<file path="config.mk">
export PLATFORM = sky130hd
export DESIGN_NAME = evt_pulse_gen
export DESIGN_NICKNAME = d
export VERILOG_FILES = /design/src/rtl/epg_pkg.sv /design/src/rtl/epg_match.sv /design/src/rtl/epg_outstage.sv /design/src/rtl/evt_pulse_gen.sv
export SDC_FILE = /design/constraint.sdc
export NUM_CORES = 1
export LEC_CHECK = 0
export BUFFER_PORTS_ARGS = -buffer_cell sky130_fd_sc_hd__buf_4
export CAP_MARGIN = 20
export CORE_UTILIZATION = 25
export DETAILED_ROUTE_END_ITERATION = 12
export GPL_TIMING_DRIVEN = 0
export PLACE_DENSITY = 0.41
export SLEW_MARGIN = 20
export SYNTH_ARGS = -nofsm -noshare
export SYNTH_HDL_FRONTEND = slang
export SYNTH_HIERARCHICAL = 1
export SYNTH_SLANG_ARGS = --single-unit
</file>
<file path="constraint.sdc">
create_clock -name clk -period 5.46 [get_ports clk]
set_input_delay 0.546 -clock clk [delete_from_list [all_inputs] [get_ports clk]]
set_output_delay 0.546 -clock clk [all_outputs]
set_load 0.02 [all_outputs]
</file>
<file path="src/rtl/epg_pkg.sv">
package epg_pkg;
    typedef enum logic [1:0] {
        ST_IDLE   = 2'd0,
        ST_DELAY  = 2'd1,
        ST_ACTIVE = 2'd2
    } epg_state_e;
endpackage

</file>
<file path="src/rtl/epg_match.sv">
module epg_match #(
    parameter int CODE_W = 8
) (
    input  logic [CODE_W-1:0] evt_code,
    input  logic              evt_valid,
    input  logic [CODE_W-1:0] cfg_code,
    input  logic              width_nz,
    input  logic              inhibit,
    input  logic              idle,
    output logic              accept
);
    // Trigger qualification: code match, valid, free, not inhibited, usable width
    always_comb begin
        accept = evt_valid && (evt_code == cfg_code) && idle && !inhibit && width_nz;
    end
endmodule

</file>
<file path="src/rtl/epg_outstage.sv">
module epg_outstage (
    input  logic active,
    input  logic inhibit,
    input  logic invert,
    output logic pulse
);
    // Inhibit gates without a register so it takes effect in the same cycle
    always_comb begin
        pulse = (active && !inhibit) ^ invert;
    end
endmodule

</file>
<file path="src/rtl/evt_pulse_gen.sv">
module evt_pulse_gen
    import epg_pkg::*;
#(
    parameter int CODE_W   = 8,
    parameter int COARSE_W = 16,
    parameter int WIDTH_W  = 32,
    parameter int PHASE_W  = 2,
    parameter int FINE_W   = 10
) (
    input  logic                clk,
    input  logic                rst_n,
    input  logic [CODE_W-1:0]   evt_code,
    input  logic                evt_valid,
    input  logic [CODE_W-1:0]   cfg_code,
    input  logic [COARSE_W-1:0] cfg_coarse,
    input  logic [PHASE_W-1:0]  cfg_phase,
    input  logic [FINE_W-1:0]   cfg_fine,
    input  logic [WIDTH_W-1:0]  cfg_width,
    input  logic                cfg_invert,
    input  logic                inhibit,
    output logic                pulse_out,
    output logic [PHASE_W-1:0]  phase_sel,
    output logic [FINE_W-1:0]   fine_code
);
    localparam int CNT_W = (COARSE_W > WIDTH_W) ? COARSE_W : WIDTH_W;
    localparam logic [CNT_W-1:0] CNT_ONE = CNT_W'(1);

    typedef struct packed {
        epg_state_e          st;
        logic [CNT_W-1:0]    cnt;
        logic [PHASE_W-1:0]  phase;
        logic [FINE_W-1:0]   fine;
    } epg_regs_t;

    epg_regs_t r_d, r_q;
    logic      accept;
    logic      active;

    epg_match #(.CODE_W(CODE_W)) u_match (
        .evt_code (evt_code),
        .evt_valid(evt_valid),
        .cfg_code (cfg_code),
        .width_nz (|cfg_width),
        .inhibit  (inhibit),
        .idle     (r_q.st == ST_IDLE),
        .accept   (accept)
    );

    always_comb begin
        r_d = r_q;
        case (r_q.st)
            ST_IDLE: begin
                if (accept) begin
                    r_d.phase = cfg_phase;
                    r_d.fine  = cfg_fine;
                    if (cfg_coarse == '0) begin
                        r_d.st  = ST_ACTIVE;
                        r_d.cnt = CNT_W'(cfg_width);
                    end else begin
                        r_d.st  = ST_DELAY;
                        r_d.cnt = CNT_W'(cfg_coarse);
                    end
                end
            end
            ST_DELAY: begin
                if (r_q.cnt == CNT_ONE) begin
                    r_d.st  = ST_ACTIVE;
                    r_d.cnt = CNT_W'(cfg_width);
                end else begin
                    r_d.cnt = r_q.cnt - CNT_ONE;
                end
            end
            ST_ACTIVE: begin
                if (inhibit || r_q.cnt == CNT_ONE) begin
                    r_d.st  = ST_IDLE;
                    r_d.cnt = '0;
                end else begin
                    r_d.cnt = r_q.cnt - CNT_ONE;
                end
            end
            default: begin
                r_d.st  = ST_IDLE;
                r_d.cnt = '0;
            end
        endcase
    end

    always_ff @(posedge clk or negedge rst_n) begin
        if (!rst_n) begin
            r_q <= '{st: ST_IDLE, cnt: '0, phase: '0, fine: '0};
        end else begin
            r_q <= r_d;
        end
    end

    assign active    = (r_q.st == ST_ACTIVE);
    assign phase_sel = r_q.phase;
    assign fine_code = r_q.fine;

    epg_outstage u_out (
        .active (active),
        .inhibit(inhibit),
        .invert (cfg_invert),
        .pulse  (pulse_out)
    );

    // Captured codes never move while a delay or pulse is running
    assert_hold_codes_R10: assert property (@(posedge clk) disable iff (!rst_n)
        (r_q.st != ST_IDLE) |=> ($stable(phase_sel) && $stable(fine_code)));

    // Inhibit during the pulse ends it at the next edge
    assert_inhibit_ends_R8: assert property (@(posedge clk) disable iff (!rst_n)
        (active && inhibit) |=> (r_q.st == ST_IDLE));

    // Output sits at the inactive level whenever inhibit is high
    assert_inhibit_gate_R8: assert property (@(posedge clk) disable iff (!rst_n)
        inhibit |-> (pulse_out == cfg_invert));

    // Last delay count hands over to the active phase
    assert_delay_expiry_R3: assert property (@(posedge clk) disable iff (!rst_n)
        (r_q.st == ST_DELAY && r_q.cnt == CNT_ONE) |=> active);

    // A pulse can only begin from an accepted trigger or an expiring delay
    assert_start_source_R2: assert property (@(posedge clk) disable iff (!rst_n)
        $rose(active) |-> ($past(accept) || $past(r_q.st == ST_DELAY)));
endmodule

</file>
---- Word level (Yosys, flattened, before mapping) ----
Cells that the tools add are included.
storage, ports and cells
  register bits after elaboration ......... 46
  logic and storage cells ................. 32
  output and inout port bits .............. 13
cells by class
  $add $sub $neg .......................... 1
  bitwise logic cells ..................... 1
  reductions and logical operators ........ 12
  equal/unequal tests ..................... 7
  multiplexer cells ....................... 7
operators with widths
  kind                     count
  $pmux W34 S3             1
  $mux W32                 2
  $mux W46                 1
  $mux W34                 1
  $eq A32 B1 Y1 const B    1
  $reduce_or A32 Y1        1
  $sub A32 B1 Y32 const B  1
  $logic_not A16 Y1        1
  $eq A8 B8 Y1             1
  $ne A2 B2 Y1 const B     3
  $logic_and A1 B1 Y1      5
  $mux W2                  2
  $reduce_and A3 Y1        1
  $eq A2 B1 Y1 const B     1
  $eq A2 B2 Y1 const B     1
  $logic_not A2 Y1         1
  $reduce_and A2 Y1        1
  $logic_not A1 Y1         1
  $logic_or A1 B1 Y1       1
  $xor A1 B1 Y1            1

---- Logic depth before layout (Yosys ltp) ----
Gate-level depths: netlist of run 1.
  word-level depth ........................ 7
  depth in mapped cells ................... 12

---- By module ----
Netlist of run 1, hierarchy kept.
by module, submodules not included
  module         sequential area each (um2)  cells an instance  instances  area each (um2)
  evt_pulse_gen  1151.1                      314                1          2871.5
  epg_match      0.0                         12                 1          102.6
  epg_outstage   0.0                         2                  1          30.0

---- Worst setup path before layout of run 1 ----
No wires, ideal clock.
  path type ............................... reg-to-reg
  start point ............................. reg r_q[13] (netlist bit)
  end point ............................... reg r_q[27] (netlist bit)
  data required time ...................... 5329 ps
  slack ................................... 2947 ps
  library setup time ...................... 131 ps
  arrival time ............................ 2381 ps
  cell stages (with the launch flop) ...... 9
  cells stage by stage .................... dfrtp_1 -> inv_1 -> ha_1 -> or3b_2 -> or4_4 -> o31a_4 -> buf_6 -> a222oi_1 -> nand2_1
on the way
  cells in the longest elaborated chain, start to end .. 4
  elaborated cells between the ends (all ways) .. 6
  classes of those cells .................. add/sub: 1; eq/ne: 1; mux: 3; reduce/logical: 1
ends and longest elaborated chain
  element                                                                  line                 text
  from (decl)                                                              evt_pulse_gen.sv:35  epg_regs_t r_d, r_q;
  from (signal assigned)                                                   evt_pulse_gen.sv:90  r_q <= '{st: ST_IDLE, cnt: '0, phase: '0, fine: '0};
  from (signal assigned)                                                   evt_pulse_gen.sv:92  r_q <= r_d;
  parallel branches: the longest is 3 deep, another holds $sub A32 B1 Y32  --
  $pmux W34 S3 (*)                                                         evt_pulse_gen.sv:51  case (r_q.st)
Mark *: on every way between the ends.
A chain may end at the register's enable or synchronous reset.

---- Worst setup path in the final report of run 1 ----
  start point ............................. reg r_q[26] (netlist bit)
  end point ............................... reg r_q[14] (netlist bit)
on the way
  cells in the longest elaborated chain, start to end .. 4
  elaborated cells between the ends (all ways) .. 5
  classes of those cells .................. eq/ne: 1; mux: 3; reduce/logical: 1
ends and longest elaborated chain
  element             line                                      text
  $eq A32 B1 Y1 (*)   evt_pulse_gen.sv:66, evt_pulse_gen.sv:74
  $logic_or A1 B1 Y1  evt_pulse_gen.sv:74                       if (inhibit || r_q.cnt == CNT_ONE) begin
  $mux W32            evt_pulse_gen.sv:74
  $pmux W34 S3 (*)    evt_pulse_gen.sv:51
Every way passes the cells marked *; elsewhere a longest branch is shown, timed or not.

==> results.tsv, run 1 <==
metric	value	unit
hpwl dp	8.07	mm
Vert. Die Dim	112	microns
Crit. path cell count	7	
Clock Tree Buf Depth	2	
PostCTS Resize Cnt	0	
GP Congestion	0.834	
max frequency	334	MHz
final wirelength	10.3	mm
worst r2r src	r_q[26]	
Synth top area share	0.383	
vias	2960	
initial antenna violation count	0	
Critical Path Sink Type	register	
CTS tree	built	
Leak Pwr	1.91	nW
Syn Area/Cell	9.16	sq um
Max stage delay on crit path	560	ps
max layer used	met4	
Worst Tran Pin Value	670	ps
Seq/Total Area, Yosys	0.383	
TNS Setup	0	ps
post-route minimum period	2990	ps
Antenna Cells	0	
RSZ-0062 raised after global routing	no	
CTS Sinks	46	
Final Max Slew Viols	0	
initial drt markers	196	
Worst EP required	5670	ps
flops & latches, synth	46	
hold buffer count at CTS	0	
Synth Flop Type	dfrtp_1	
Fill cells	1214	
clk slew on worst S/H paths	70	ps
critical path's top delay family	simple AND/OR/NAND/NOR gates	
failing checks	design-rule violations	
Slowest cell on crit path	o31ai_2	
VDD IR max	0.181	mV
largest net degree at the start of global routing	47	
CTS Root Cell	clkbuf_16	
total grt overflow	0	
Setup Skew	7.53	ps
routed len/inst	18.1	microns
total of max-cap violations	0	
most frequent cells in the layout	105 x buf_4, 51 x nand2_1, 46 x dfrtp_1	
crit path DAT	3200	ps
Num CTS Buffers	5	
most common cell after layout, fill and taps aside	buf_4	
met3 WL	454	microns
Reg area	1150	sq um
Initial Utilization	0.260	
Hold/Removal Path Class	in2async	
CP Class	reg2reg	
Max FO, Critical Path	10	
I/O pin cnt	94	
Yosys Warn Count	6	
fin nets	511	
Async SR Flop Fraction	1.00	
cell breakdown of the critical path	nor3_1 -> nand4b_1 -> or2_2 -> o31ai_2 -> buf_2 -> nand2_1 -> o211ai_1	
internal reg-to-reg setup slack	2470	ps
synth unique cells	50	
met1 wire length	4.74	mm
final period utilization	0.548	
average vias per placed instance	5.17	
# H-tree levels	2	
area taken by multi-input logic gates	1650	sq um
Synth area leaders	dfrtp_1 38%, nand2_1 6.4%, mux2_2 4.9%	
vias in the first global route	2829	
status	finished, violations left	
Tot Pwr	1.69	mW
All-Layer GR Usage	0.170	
synth-to-layout area growth	34.0	%
Detail Route Antenna Nets	0	
row count	39	
Die X-Extent	112	microns
number of buffers and inverters on the critical path	1	
Met2 Wirelength	4.98	mm
Internal Pwr Total	0.949	mW
power per cell area	419	nW/um^2
final hold vios	0	
Worst-Skew Late Latency	290	ps
Syn Nets	411	
first-pass GRT wire length	16.3	mm
share of cells above drive strength 1	0.350	
Switching Share	0.438	
port buffer count	93	
Post CTS Setup Buffer Count	0	
setup violators final	0	
relative slew slack	0.550	
clock network power share	0.185	
Synth area leader	dfrtp_1	
Psw	0.739	mW
die footprint	12500	sq um
EDFF count, synth	0	
FF-to-FF path depth	7	
Synth Instances	328	
core area	11600	sq um
Worst setup SP type	register	
Synth Cell Area	3000	sq um
combinational share of power	0.503	
DRC	10	
power share of the sequential group	0.312	
DRT Pass-1 Iters	10	
worst r2r dst	r_q[14]	
-- per-stage QoR --
stage	setup WS [ps]	utilization	hold WS, ps	cell area, sq um	std cells
CTS	2430	0.348	305	4030	572
detailed placement	2170	0.336	487	3880	564
global placement	2140	0.336	478	3880	564
finish	2470	0.348	256	4030	572
floorplan	2950	-	250	3000	328
global route	2200	0.348	305	4030	572
-- synth_stat cells (2+ instances only) --
cell type  number
inv_1           5
buf_2           4
clkbuf_1        7
or3_1           6
nor2_1         17
nand2b_1        3
a22oi_1         2
o211ai_1        5
o31ai_1         4
xor2_1          7
nand2_1        51
nand4_1         6
buf_6           4
ha_1            2
nor3_1         13
nor3b_1         3
buf_4          12
o21ai_0        11
nand4b_1        3
a222oi_1       12
mux2_2         13
nand3_1        14
o21ai_1         2
or2_2           4
xnor2_1        14
or4_4           2
or4_1           4
nor4_1         17
o311ai_0        2
dfrtp_1        46
a21oi_1        10
a221o_1         5
-- state kept, by name, summed over array words and instances (netlist names) --
name and count:
fine_code 10, phase_sel 2, r_q 34
-- how the worst max path moves through the flow --
stage,to,startpoint
floorplan,r_q[27],r_q[13]
global placement,r_q[25],cfg_width[0]
detailed placement,r_q[21],cfg_width[0]
CTS,r_q[14],r_q[26]
global route,r_q[21],r_q[44]
finish,r_q[14],r_q[26]
-- per-layer routing --
layer / track usage / vias to the layer above
met2: 0.275 / 86
met3: 0.0272 / 12
met5: 0 / -
li1: - / 1420
met1: 0.234 / 1442
met4: 0.0468 / 0
-- kinds of logic (layout without fill, tap and decap cells) --
logic type / after synthesis / in the layout / synth area share
xor+xnor: 22 / 22 / 0.0666
mux: 13 / 13 / 0.0487
buf+inv: 32 / 133 / 0.0666
flops: 46 / 46 / 0.383
compound gates: 62 / 62 / 0.164
fa+ha+maj: 2 / 2 / 0.00833
simple gates: 151 / 151 / 0.263
-- power groups by stage --
stage                     clock network, mW  registers, mW  logic (mW)
final                                 0.312          0.527       0.850
after global routing                  0.339          0.540       0.942
after CTS                             0.323          0.523       0.852
after detailed placement                  0          0.530       0.848
after global placement                    0          0.529       0.848
after floorplan                           0          0.500       0.612
-- final cells by class --
class | count | share of cell area
clock buffers | 5 | 0.0311
plain buffers | 27 | 0.0451
well taps | 143 | 0.0445
inverters | 5 | 0.00466
flip-flops and latches | 46 | 0.286
repair buffers | 93 | 0.173
clock inverters | 3 | 0.00466
multi-input cells | 250 | 0.411
(Power assumes the default switching activity.)
==> run 2: changes to the inputs <==
--- a/config.mk
+++ b/config.mk
@@ -5,12 +5,13 @@
 export SDC_FILE = /design/constraint.sdc
 export NUM_CORES = 1
 export LEC_CHECK = 0
+export ABC_AREA = 1
 export BUFFER_PORTS_ARGS = -buffer_cell sky130_fd_sc_hd__buf_4
 export CAP_MARGIN = 20
 export CORE_UTILIZATION = 25
 export DETAILED_ROUTE_END_ITERATION = 12
 export GPL_TIMING_DRIVEN = 0
-export PLACE_DENSITY = 0.41
+export PLACE_DENSITY = 0.4
 export SLEW_MARGIN = 20
 export SYNTH_ARGS = -nofsm -noshare
 export SYNTH_HDL_FRONTEND = slang
==> constraint.sdc (replaced) <==
create_clock -name clk -period 3 [get_ports clk]
set_input_delay 0.3 -clock clk [delete_from_list [all_inputs] [get_ports clk]]
set_output_delay 0.3 -clock clk [all_outputs]
set_load 0.02 [all_outputs]
==> run 2 against run 1 <==
Effect of this change: the run now ends clean; wire length up 32%; power increased by 130%; combinational power grew to 2.6 times the previous value; count of clock-buffer cells in the layout unchanged; global-route usage grew 1.3 points; register-to-register slack got worse by 1800 ps; final cell count increased by 51%; worst hold slack lost 240 ps; via count is 34% higher; sequential share of layout area down 4.8 points; critical endpoint is now r_q[21].
==> results.tsv, run 2 <==
metric	value	unit	change
status	completed		was finished, violations left
setup violators final	0		unchanged
Synth Flop Type	dfrtp_1		unchanged
Psw	1.98	mW	was 0.739 mW
cell breakdown of the critical path	buf_4 -> nor4_1 -> nand4_1 -> or2_2 -> inv_1 -> nor2_1 -> nand2_1 -> nor2_1 -> nand3_1 -> nor2_1 -> nor2_2 -> clkbuf_1 -> nand2_1 -> nand4_1		was nor3_1 -> nand4b_1 -> or2_2 -> o31ai_2 -> buf_2 -> nand2_1 -> o211ai_1
Synth Instances	577		was 328
share of cells above drive strength 1	0.258		was 0.350
Crit. path cell count	14		was 7
vias in the first global route	3979		was 2,829
internal reg-to-reg setup slack	670	ps	was 2470 ps
VDD IR max	0.397	mV	was 0.181 mV
row count	44		was 39
hold buffer count at CTS	0		unchanged
CTS tree	built		unchanged
Critical Path Sink Type	register		unchanged
power share of the sequential group	0.271		was 0.312
All-Layer GR Usage	0.183		was 0.170
total grt overflow	0		unchanged
Vert. Die Dim	124	microns	was 112 microns
Layout Utilization	0.331		was 0.348
largest net degree at the start of global routing	47		unchanged
# H-tree levels	2		unchanged
Switching Share	0.518		was 0.438
fin nets	760		was 511
Synth top area share	0.307		was 0.383
Worst-Skew Late Latency	300	ps	was 290 ps
Final Max Slew Viols	0		unchanged
Internal Pwr Total	1.84	mW	was 0.949 mW
Async SR Flop Fraction	1.00		unchanged
clk slew on worst S/H paths	70	ps	about the same
max frequency	396	MHz	
Synth Cell Area	3740	sq um	was 3000 sq um
top-count cell post-synth	nand2_1		unchanged
crit path DAT	2760	ps	was 3200 ps
initial drt markers	289		was 196
RSZ-0062 raised after global routing	no		unchanged
Num CTS Buffers	5		unchanged
CP Class	in2reg		was reg2reg
WHS	20.6	ps	was 256 ps
Reg with most FFs	r_q		unchanged
CTS Root Cell	clkbuf_16		unchanged
Largest register FFs	34		unchanged
Fill cells	1611		was 1,214
final hold vios	0		unchanged
Max stage delay on crit path	550	ps	was 560 ps
Post-synth top cells	179 x nand2_1, 94 x nand3_1, 65 x nor2_1		was 51 x nand2_1, 46 x dfrtp_1, 17 x nor2_1, 17 x nor4_1
clock network power share	0.157		was 0.185
flops & latches, synth	46		unchanged
average vias per placed instance	4.61		was 5.17
synth unique cells	29		was 50
Syn Nets	660		was 411
final period utilization	0.842		
worst r2r src	r_q[45]		was r_q[26]
Syn Area/Cell	6.49	sq um	was 9.16 sq um
worst r2r dst	r_q[20]		was r_q[14]
Leak Pwr	2.47	nW	was 1.91 nW
Hold/Removal Path Class	in2async		unchanged
Worst Tran Pin Value	667	ps	was 670 ps
number of buffers and inverters on the critical path	3		was 1
Critical Path Start	cfg_width[0]		was r_q[26]
GP Congestion	0.847		was 0.834
CTS Sinks	46		unchanged
combinational share of power	0.572		was 0.503
Worst Setup EP	r_q[21]		was r_q[14]
most frequent cells in the layout	179 x nand2_1, 106 x buf_4, 94 x nand3_1		was 105 x buf_4, 51 x nand2_1, 46 x dfrtp_1
Clock Tree Buf Depth	2		unchanged
first-pass GRT wire length	22.1	mm	was 16.3 mm
power per cell area	792	nW/um^2	was 419 nW/um^2
core area	14600	sq um	was 11,600 sq um
Die X-Extent	124	microns	was 112 microns
initial antenna violation count	0		unchanged
FF-to-FF path depth	15		was 7
Setup Skew	5.84	ps	was 7.53 ps
vias	3976		was 2,960
Seq/Total Area, Yosys	0.307		was 0.383
most common cell after layout, fill and taps aside	nand2_1		was buf_4
port buffer count	93		unchanged
post-route minimum period	2530	ps	
Detail Route Antenna Nets	0		unchanged
hpwl dp	11.2	mm	was 8.07 mm
synth-to-layout area growth	28.9	%	was 34.0%
Antenna Cells	0		unchanged
DRT Pass-1 Iters	4		was 10
Worst setup SP type	primary input		was register
Worst EP required	3230	ps	was 5670 ps
critical path's top delay family	simple AND/OR/NAND/NOR gates		unchanged
EDFF count, synth	0		unchanged
most used cell along the critical path	nor2_1		
relative slew slack	0.555		was 0.550
Max FO, Critical Path	10		unchanged
Synth area leader	dfrtp_1		unchanged
total of max-cap violations	0		unchanged
Slowest cell on crit path	nor4_1		was o31ai_2
routed len/inst	15.8	microns	was 18.1 microns
Post CTS Setup Buffer Count	0		unchanged
PostCTS Resize Cnt	0		unchanged
die footprint	15500	sq um	was 12,500 sq um
Synth area leaders	dfrtp_1 31%, nand2_1 18%, nand3_1 13%		was dfrtp_1 38%, nand2_1 6.4%, mux2_2 4.9%
DRC	0		was 10
Initial Utilization	0.257		was 0.260
final wirelength	13.7	mm	was 10.3 mm
I/O pin cnt	94		unchanged
Yosys Warn Count	6		unchanged
run 2: changes by cell type after synthesis, sizes merged, moves of 13 or more:
cell / delta
mux2: -13
nand3: +85
nor2: +71
inv: +53
nand2: +146
nand4: +16
run 2: worst register-to-register path, cell delays in order (launching register included):
cell and delay [ps]:
dfrtp_1 410, inv_1 60, nand2_1 110, inv_1 100, nand2_1 60, inv_1 40, nand2_1 40, nor2_1 80
nand3_1 80, nor2_1 200, inv_1 60, nor2_1 200, buf_2 260, buf_2 290, nand3_1 140, nand4_1 130
run 2: metrics by stage:
step                      std cells  TNS (ps)  worst slack, ps  area, sq um  total power [mW]
after floorplan                 577         0             1010         3740              2.57
after global placement          854     -4300             -202         4670              3.22
after detailed placement        854     -2180             -127         4670              3.22
after CTS                       862         0              177         4820              3.84
after global routing            862         0              167         4830              4.21
final                           862         0              474         4830              3.82
run 2: kinds of logic (layout without fill, tap and decap cells):
group | count (synthesis) | in the layout | share of synthesized area
DFF | 46 | 46 | 0.307
and+or+nand+nor | 419 | 419 | 0.526
adders and majority gates | 2 | 2 | 0.00668
buffers and inverters | 84 | 185 | 0.106
xor gates and xnor gates | 11 | 11 | 0.0257
AOI/OAI and AO/OA | 15 | 15 | 0.0287
run 2: worst min path at each step:
stage               start            to  slack, ps  cells past startpoint
finish              rst_n       r_q[43]         20                      1
global route        rst_n       r_q[36]         70                      1
CTS                 rst_n       r_q[41]         60                      1
detailed placement  rst_n       r_q[41]        390                      1
global placement    rst_n       r_q[40]        390                      1
floorplan           rst_n  fine_code[0]          4                      0
run 2: power by group through the flow:
stage / sequential [mW] / clock (mW) / combinational (mW)
4_1_cts: 1.03 / 0.620 / 2.19
3_3_place_gp: 1.04 / 0 / 2.18
3_5_place_dp: 1.04 / 0 / 2.18
6_report: 1.04 / 0.601 / 2.19
5_1_grt: 1.06 / 0.645 / 2.50
2_1_floorplan: 0.970 / 0 / 1.60
run 2: per-layer routing:
layer / routed length (microns) / vias to the layer above / global-route usage / share of wire
met1: 6720 / 1829 / 0.260 / 0.49
li1: - / 2046 / - / -
met2: 6150 / 94 / 0.292 / 0.45
met5: 0 / - / 0 / 0
met3: 664 / 7 / 0.0279 / 0.049
met4: 113 / 0 / 0.0361 / 0.0083
run 2: final cells by class:
class / instances / area [sq um] / share of cell area
sequential: 46 / 1150 / 0.238
clock buffer: 5 / 125 / 0.0259
inverter: 58 / 218 / 0.0451
tap: 184 / 230 / 0.0477
clock inverter: 3 / 25.0 / 0.00518
timing repair buffer: 93 / 698 / 0.145
multi-input combinational: 447 / 2200 / 0.456
buffer: 26 / 180 / 0.0373
==> run 3: changes to the inputs <==
==> constraint.sdc (replaced) <==
create_clock -name clk -period 2.4 [get_ports clk]
set_input_delay 0.24 -clock clk [delete_from_list [all_inputs] [get_ports clk]]
set_output_delay 0.24 -clock clk [all_outputs]
set_load 0.02 [all_outputs]
==> run 3 against run 2 <==
Effect of this change: the run now ends with negative hold slack left; final cell count unchanged; via count rose by 0.65%; first-iteration DRC count fell by 6.9%; non-clock buffer count stayed put; clock power is 24% higher; core utilization grew 0.35 points; power grew 25%; combinational power rose by 26%; register-to-register slack got worse by 450 ps; sequential cell count is the same; critical path type unchanged; largest cell class unchanged; largest power group unchanged.
==> results.tsv, run 3 (same netlist as run 2, synthesis figures left out) <==
metric	value	unit	change
status	finished, violations left		was completed
failing checks	negative hold slack		
Largest register FFs	34		unchanged
final period utilization	0.913		
CTS Root Cell	clkbuf_16		unchanged
I/O pin cnt	94		unchanged
RSZ-0062 raised after global routing	no		unchanged
clk slew on worst S/H paths	70	ps	about the same
GP Congestion	0.847		unchanged
Max stage delay on crit path	440	ps	was 550 ps
routed len/inst	15.8	microns	unchanged
port buffer count	93		unchanged
CTS tree	built		unchanged
Top Usage Layer GRT	met2		unchanged
Worst EP required	2640	ps	was 3230 ps
Setup Skew	5.94	ps	was 5.84 ps
final wirelength	13.7	mm	unchanged
All-Layer GR Usage	0.183		about the same
Final Max Slew Viols	0		unchanged
post-route minimum period	2190	ps	
core area	14600	sq um	unchanged
relative slew slack	0.560		was 0.555
Antenna Cells	0		unchanged
CTS Sinks	46		unchanged
CP Class	in2reg		unchanged
final hold vios	46		was 0
Reg with most FFs	r_q		unchanged
initial antenna violation count	0		unchanged
WHS	-40.6	ps	was 20.6 ps
VDD IR max	0.494	mV	was 0.397 mV
DRC	0		unchanged
cell breakdown of the critical path	buf_4 -> nor4_2 -> nand4_1 -> or2_2 -> inv_1 -> nor2_1 -> nand2_1 -> nor2_1 -> nand3_1 -> nor2_2 -> nor2_2 -> clkbuf_2 -> nand2_1 -> nand3_1		was buf_4 -> nor4_1 -> nand4_1 -> or2_2 -> inv_1 -> nor2_1 -> nand2_1 -> nor2_1 -> nand3_1 -> nor2_1 -> nor2_2 -> clkbuf_1 -> nand2_1 -> nand4_1
Initial Utilization	0.257		unchanged
met2 usage	0.292		unchanged
fin nets	760		unchanged
total grt overflow	0		unchanged
power per cell area	982	nW/um^2	was 792 nW/um^2
Worst Tran Pin Value	661	ps	was 667 ps
Die X-Extent	124	microns	unchanged
Num CTS Buffers	5		unchanged
Post-DP Area	4670	sq um	unchanged
Vert. Die Dim	124	microns	unchanged
synth-to-layout area growth	30.3	%	was 28.9%
Clock Tree Buf Depth	2		unchanged
GRT met1 Usage	0.260		about the same
hold buffer count at CTS	0		unchanged
post-route cell area	4880	sq um	was 4830 sq um
hpwl dp	11.2	mm	unchanged
max frequency	457	MHz	
most common cell after layout, fill and taps aside	nand2_1		unchanged
Layout Utilization	0.334		was 0.331
setup violators final	0		unchanged
vias	4002		was 3,976
Hold/Removal Path Class	in2async		unchanged
share of cells above drive strength 1	0.268		was 0.258
die footprint	15500	sq um	unchanged
total of max-cap violations	0		unchanged
met3 GRT Util	0.0279		unchanged
first-pass GRT wire length	22.0	mm	was 22.1 mm
row count	44		unchanged
# H-tree levels	2		unchanged
crit path DAT	2430	ps	was 2760 ps
Fill cells	1605		was 1,611
initial drt markers	269		was 289
Worst-Skew Late Latency	300	ps	about the same
most frequent cells in the layout	179 x nand2_1, 109 x buf_4, 94 x nand3_1		was 179 x nand2_1, 106 x buf_4, 94 x nand3_1
vias in the first global route	3978		was 3,979
Slowest cell on crit path	nor4_2		was nor4_1
largest net degree at the start of global routing	47		unchanged
Worst setup SP type	primary input		unchanged
Critical Path Sink Type	register		unchanged
Detail Route Antenna Nets	0		unchanged
average vias per placed instance	4.64		was 4.61
DRT Pass-1 Iters	4		unchanged
Leak Pwr	2.48	nW	was 2.47 nW
TNS Setup	0	ps	unchanged
Max FO, Critical Path	10		unchanged
-- run 3: final cells by class --
| class | count | area [sq um] | area share |
|---|---|---|---|
| clock inverters | 3 | 25.0 | 0.00513 |
| inverters | 58 | 218 | 0.0446 |
| flip-flops and latches | 46 | 1150 | 0.236 |
| clock buffers | 5 | 125 | 0.0256 |
| well taps | 184 | 230 | 0.0472 |
| plain buffers | 25 | 183 | 0.0374 |
| multi-input cells | 447 | 2240 | 0.459 |
| repair buffers | 94 | 706 | 0.145 |
-- run 3: critical path: cells and delay by family --
kind	cells	cell delay [ps]
and+or+nand+nor	11	1640
buffers and inverters	3	550
-- run 3: where the power goes --
group | total [mW] | internal, mW | leakage [nW] | switching, mW
Clock | 0.748 | 0.393 | 0.0704 | 0.355
Combinational | 2.75 | 0.927 | 1.78 | 1.82
Sequential | 1.29 | 0.986 | 0.622 | 0.308
-- run 3: worst paths after layout --
path / start / to / slack [ps] / depth (start not counted)
setup reg to reg: r_q[45] / r_q[21] / 220 / 16
max in group asynchronous: rst_n / fine_code[0] / 1990 / 1
min in group clk: cfg_fine[5] / fine_code[5] / 130 / 3
setup / recovery: cfg_width[0] / r_q[28] / 210 / 14
hold reg to reg: fine_code[9] / fine_code[9] / 470 / 2
hold / removal: rst_n / r_q[43] / -40 / 1
-- run 3: repair_timing --
action                                  4_1_cts  5_1_grt
endpoints found under the setup margin       30       44
resized for setup                             5       12
buffers inserted                              0        1
-- run 3: stage by stage --
step / power [mW] / setup slack [ps] / instances
after floorplan: 3.22 / 474 / 577
after global placement: 4.02 / -742 / 854
after detailed placement: 4.02 / -667 / 854
after CTS: 4.80 / 34.7 / 862
after global routing: 5.27 / 13.9 / 862
final: 4.79 / 210 / 862
-- run 3: routing by layer --
layer	share of wire	vias to the layer above
met5	0	-
met1	0.49	1850
met2	0.45	99
met4	0.0083	0
li1	-	2046
met3	0.050	7
